$ cat config.mk
export PLATFORM = sky130hd
export DESIGN_NAME = pmc_bank
export DESIGN_NICKNAME = d
export VERILOG_FILES = /design/src/rtl/pmc_pkg.sv /design/src/rtl/pmc_prescaler.sv /design/src/rtl/pmc_counter.sv /design/src/rtl/pmc_hold.sv /design/src/rtl/pmc_bank.sv
export SDC_FILE = /design/constraint.sdc
export NUM_CORES = 1
export LEC_CHECK = 0
export BUFFER_PORTS_ARGS = -buffer_cell sky130_fd_sc_hd__buf_2
export CORE_MARGIN = 5
export CORE_UTILIZATION = 65
export CTS_BUF_LIST = sky130_fd_sc_hd__clkbuf_2
export CTS_CLUSTER_DIAMETER = 40
export DETAILED_ROUTE_END_ITERATION = 12
export PLACE_DENSITY = 0.88
export SLEW_MARGIN = 30
export SYNTH_ARGS = -nofsm -noshare
export SYNTH_HDL_FRONTEND = slang
export SYNTH_SLANG_ARGS = --single-unit
$ cat constraint.sdc
create_clock -name clk -period 6.4 [get_ports clk]
set_input_delay 0.64 -clock clk [delete_from_list [all_inputs] [get_ports clk]]
set_output_delay 0.64 -clock clk [all_outputs]
set_load 0.01 [all_outputs]
$ cat src/rtl/pmc_pkg.sv
package pmc_pkg;

  localparam int NUM_CNT = 4;
  localparam int SEL_W   = $clog2(NUM_CNT);

  typedef enum logic [SEL_W-1:0] {
    CNT_BLOCK_ERR = 2'd0,
    CNT_CELL      = 2'd1,
    CNT_CODE_VIOL = 2'd2,
    CNT_FAR_END   = 2'd3
  } cnt_id_e;

  // Counters in the slow class advance every fourth edge in test mode.
  function automatic logic is_slow_class(input int idx);
    return (idx == int'(CNT_CODE_VIOL)) || (idx == int'(CNT_FAR_END));
  endfunction

endpackage

$ cat src/rtl/pmc_prescaler.sv
module pmc_prescaler (
  input  logic clk,
  input  logic rst_n,
  input  logic en_i,
  output logic tick2_o,
  output logic tick4_o
);

  logic [1:0] pre_q;
  logic [1:0] pre_d;

  always_comb begin
    if (en_i) pre_d = pre_q + 2'd1;
    else      pre_d = 2'd0;
  end

  always_ff @(posedge clk or negedge rst_n) begin
    if (!rst_n) pre_q <= 2'd0;
    else        pre_q <= pre_d;
  end

  assign tick2_o = en_i & pre_q[0];
  assign tick4_o = en_i & (pre_q == 2'd3);

  AST_TICK2_ISOLATED: assert property (@(posedge clk) disable iff (!rst_n)
    tick2_o |=> !tick2_o);
  AST_TICK4_ISOLATED: assert property (@(posedge clk) disable iff (!rst_n)
    tick4_o |=> !tick4_o);
  AST_RESTART_ON_ENTRY: assert property (@(posedge clk) disable iff (!rst_n)
    $rose(en_i) |-> (pre_q == 2'd0));

endmodule

$ cat src/rtl/pmc_counter.sv
module pmc_counter #(
  parameter int W = 16
) (
  input  logic         clk,
  input  logic         rst_n,
  input  logic         inc_i,
  input  logic         clr_i,
  output logic [W-1:0] cnt_o
);

  localparam logic [W-1:0] ONE = W'(1);
  localparam logic [W-1:0] TOP = {W{1'b1}};

  logic [W-1:0] cnt_q;
  logic [W-1:0] cnt_d;
  logic         at_top;

  assign at_top = (cnt_q == TOP);

  always_comb begin
    cnt_d = cnt_q;
    if (clr_i) begin
      cnt_d = inc_i ? ONE : '0;
    end else if (inc_i && !at_top) begin
      cnt_d = cnt_q + ONE;
    end
  end

  always_ff @(posedge clk or negedge rst_n) begin
    if (!rst_n) cnt_q <= '0;
    else        cnt_q <= cnt_d;
  end

  assign cnt_o = cnt_q;

  AST_NO_OVERFLOW: assert property (@(posedge clk) disable iff (!rst_n)
    (!clr_i && at_top) |=> (cnt_q == TOP));
  AST_STEP_AT_MOST_ONE: assert property (@(posedge clk) disable iff (!rst_n)
    !clr_i |=> ((cnt_q == $past(cnt_q)) || (cnt_q == $past(cnt_q) + ONE)));
  AST_CLEAR_RESTART: assert property (@(posedge clk) disable iff (!rst_n)
    clr_i |=> (cnt_q <= ONE));

endmodule

$ cat src/rtl/pmc_hold.sv
module pmc_hold #(
  parameter int N     = 4,
  parameter int W     = 16,
  parameter int SEL_W = 2
) (
  input  logic                clk,
  input  logic                rst_n,
  input  logic                snap_i,
  input  logic [N-1:0][W-1:0] live_i,
  input  logic [SEL_W-1:0]    sel_i,
  output logic [W-1:0]        rd_data_o
);

  logic [N-1:0][W-1:0] hold_q;
  logic [N-1:0][W-1:0] hold_d;

  always_comb begin
    hold_d = hold_q;
    if (snap_i) hold_d = live_i;
  end

  always_ff @(posedge clk or negedge rst_n) begin
    if (!rst_n) hold_q <= '0;
    else        hold_q <= hold_d;
  end

  always_comb begin
    rd_data_o = '0;
    for (int i = 0; i < N; i++) begin
      if (sel_i == SEL_W'(i)) rd_data_o = hold_q[i];
    end
  end

  AST_HOLD_ONLY_ON_SNAP: assert property (@(posedge clk) disable iff (!rst_n)
    !snap_i |=> $stable(hold_q));

endmodule

$ cat src/rtl/pmc_bank.sv
module pmc_bank
  import pmc_pkg::*;
#(
  parameter int CNT_W = 16
) (
  input  logic               clk,
  input  logic               rst_n,
  input  logic [NUM_CNT-1:0] evt_i,
  input  logic               cfg_we_i,
  input  logic               cfg_test_i,
  input  logic               snap_i,
  input  logic [SEL_W-1:0]   rd_sel_i,
  output logic [CNT_W-1:0]   rd_data_o
);

  // Reset: asserted asynchronously, released on the clock.
  logic [1:0] rst_sync_q;
  logic       rst_int_n;

  always_ff @(posedge clk or negedge rst_n) begin
    if (!rst_n) rst_sync_q <= 2'b00;
    else        rst_sync_q <= {rst_sync_q[0], 1'b1};
  end

  assign rst_int_n = rst_sync_q[1];

  // Test-mode control bit.
  logic test_q;
  logic test_d;

  always_comb begin
    test_d = test_q;
    if (cfg_we_i) test_d = cfg_test_i;
  end

  always_ff @(posedge clk or negedge rst_int_n) begin
    if (!rst_int_n) test_q <= 1'b0;
    else            test_q <= test_d;
  end

  // Internal increment clocks.
  logic tick2;
  logic tick4;

  pmc_prescaler u_pre (
    .clk     (clk),
    .rst_n   (rst_int_n),
    .en_i    (test_q),
    .tick2_o (tick2),
    .tick4_o (tick4)
  );

  // Counter lanes.
  logic [NUM_CNT-1:0]            inc;
  logic [NUM_CNT-1:0][CNT_W-1:0] live;

  for (genvar g = 0; g < NUM_CNT; g++) begin : g_lane
    logic forced;

    if (is_slow_class(g)) begin : g_slow
      assign forced = tick4;
    end else begin : g_fast
      assign forced = tick2;
    end

    assign inc[g] = test_q ? forced : evt_i[g];

    pmc_counter #(.W(CNT_W)) u_cnt (
      .clk   (clk),
      .rst_n (rst_int_n),
      .inc_i (inc[g]),
      .clr_i (snap_i),
      .cnt_o (live[g])
    );
  end

  pmc_hold #(.N(NUM_CNT), .W(CNT_W), .SEL_W(SEL_W)) u_hold (
    .clk       (clk),
    .rst_n     (rst_int_n),
    .snap_i    (snap_i),
    .live_i    (live),
    .sel_i     (rd_sel_i),
    .rd_data_o (rd_data_o)
  );

  AST_TEST_NO_STRAY_INC: assert property (@(posedge clk) disable iff (!rst_int_n)
    (test_q && !tick2) |-> (inc == '0));
  AST_TEST_ENTRY_QUIET: assert property (@(posedge clk) disable iff (!rst_int_n)
    $rose(test_q) |-> (inc == '0));

endmodule

==> impl_metrics.yaml <==
die:
  boundaryPins: 27
  dieHeight_um: 110
  die_w_um: 110
  initial_core_util: 0.669
  die_area_um2: 12200
  num_rows: 36
  core_area_um2: 9770
timing:
  final.setup.tns_ns: 0
  min_period_ns: 2.48
  max-slew-margin-rel: 0.493
  hold_viol: 0
  finalSetupViolations: 0
  worst_slew_pin_slew_ns: 0.761
  whs_ns: 0.174
  fmax_mhz: 404
  maxSlewViolCount: 0
  rsz0062_at_grt: "no"
  fin_crit_sh: 0.387
  finClkSkew_ns: 0.0191
route:
  route.detailed.drc: 0
  vias: 4383
  dr.pass1.iters: 5
  wl_met1_um: 5700
  top_layer: "met4"
  drt-total-wl_um: 13500
  ant_nets: 0
  wl_met3_um: 833
  detail_route.wl_per_cell_um: 19.1
  drt_iter0_drc: 352
  viasPerCell: 6.19
  dr_wl_met2_um: 6750
clock_network:
  insertion_delay_ns: 0.69
  cts_hold_buf: 1
  ctsResizeCount: 0
  max-clock-path-buffers: 2
  cts.sink_count: 133
  numCtsBuffers: 17
  post_cts_buffers: 0
  root_buffer: "clkbuf_2"
  cts_tree: "done"
  htreeDepth: 4
  clkTransAtPathRegs_ns: 0.17
cells_and_area:
  fin_util: 0.716
  syn_to_final_growth_pct: 6.96
  drive_above_1_share: 0.278
  n_antenna_cell: 0
  layout.cells.non_filler: 708
  nNetsFinal: 579
  nFillCells: 679
global_routing:
  grtUsageTotal: 0.248
  grt_pass1_vias: 4410
  grt_max_degree: 98
  grt_overflow_total: 0
  grt_pass1_wl_um: 22500
  antenna_found_initial: 0
synthesis:
  ys_seq_elements: 133
  syn-num-nets: 554
  synth_area_leaders: "dfrtp_1 51%, mux2_2 12%, mux4_2 5.5%, xnor2_1 4.6%, nor2_1 3.7%"
  synth_seq_area_share: 0.509
  synth_commonest_cells: "133 x dfrtp_1, 68 x mux2_2, 65 x nor2_1"
  yosys.area.top_type_share: 0.509
  synth_ff_type: "dfrtp_1"
  syn_inst: 538
  syn_avg_cell_area_um2: 12.2
  synth_top_area_cell: "dfrtp_1"
  synth-warning-count: 0
  ys_async_sr_fraction: 1.00
  synth_edf_count: 0
  synthMostInstantiatedCell: "dfrtp_1"
  synth.distinct_cells: 59
  synth_area_um2: 6540
worst_setup_path:
  required_ns: 5.76
  crit_type: "in -> out"
  crit_path_end_kind: "output pin"
  start_kind: "primary input"
  arrival_ns: 1.84
  critPathMaxFanout: 16
power_and_ir_drop:
  peakVddDrop_mv: 0.140
  p_per_area_nw_per_um2: 220
  leakagePower_uw: 0.00310
job:
  cap_violations: 0
placement:
  gp_congestion: 0.910
  portBuffers: 26
  place_inst: 676
  place_hpwl_um: 9610
worst_hold_path:
  min_path_type: "in -> reg"
outcome:
  outcome: "finished, final reports clean"
[final timing paths]
kind,cells after the start,from,slack (ns),to
worst max-delay path,3,rd_sel_i[0],3.92,rd_data_o[7]
max in group asynchronous,1,rst_sync_q[1],4.92,g_lane[0].u_cnt.cnt_o[6]
min in group asynchronous,2,rst_n,0.25,rst_sync_q[1]
worst max register to register,6,g_lane[1].u_cnt.cnt_o[0],4.22,g_lane[1].u_cnt.cnt_o[1]
worst min-delay path,2,cfg_test_i,0.17,test_q
worst min register to register,0,rst_sync_q[1],0.37,g_lane[2].u_cnt.cnt_o[9]
[kinds of logic after synthesis]
family	share of synthesized area
buf+inv	0.0191
xor+xnor	0.0656
flops	0.509
simple gates	0.159
mux	0.188
fa+ha+maj	0.00957
compound gates	0.0486
other cells	0.000573
[sequential cells by signal, summed over array words and instances (netlist names)]
name and flops:
g_lane.u_cnt.cnt_o 64, u_pre.pre_q 2, rst_sync_q 2, test_q 1, u_hold.hold_q 64
[worst max-delay path, cell delays in order]
cell and delay [ns]:
buf_2 0.45, mux4_2 0.58, buf_2 0.16
[placed cells by master (no fill, tap or decap), drive strengths merged, types with 5 or more instances in the layout]
master,instances
mux2,69
mux4,16
ha,5
o211ai,9
and3,5
clkbuf,18
nand3,21
and4,6
nor2,65
o21ai,7
nor4,16
a21oi,5
clkinv,8
buf,28
xor2,15
mux2i,9
nand2,22
nor3,21
xnor2,34
o2111ai,6
dfrtp,133
nand4,11
[report_power, final]
group | leakage, µW | internal, µW | switching (µW)
clock network | 0.000139 | 209 | 291
registers | 0.00183 | 869 | 42.3
logic | 0.00114 | 56.9 | 68.4
[metrics by stage]
step           cell area, µm²  setup WS, ns  power [µW]
2_1_floorplan            6540          2.42        1010
3_3_place_gp             6750          3.93        1040
3_5_place_dp             6750          3.89        1050
4_1_cts                  6990          3.89        1550
5_1_grt                  7000          3.82        1610
6_report                 7000          3.92        1540
[layout make-up]
cell class / instances / area (µm²) / share of cell area
Clock inverter: 13 / 140 / 0.0200
Sequential cell: 133 / 3330 / 0.476
Timing Repair Buffer: 29 / 165 / 0.0236
Tap cell: 133 / 166 / 0.0238
Inverter: 4 / 15.0 / 0.00215
Multi-Input combinational cell: 378 / 3090 / 0.441
Clock buffer: 18 / 90.1 / 0.0129
[per-layer routing]
layer,up-vias,track usage
met1,2217,0.333
met4,0,0.0897
met3,18,0.0588
met5,-,0
li1,2011,-
met2,137,0.398
Note: power is estimated with default switching activity, not from simulation.
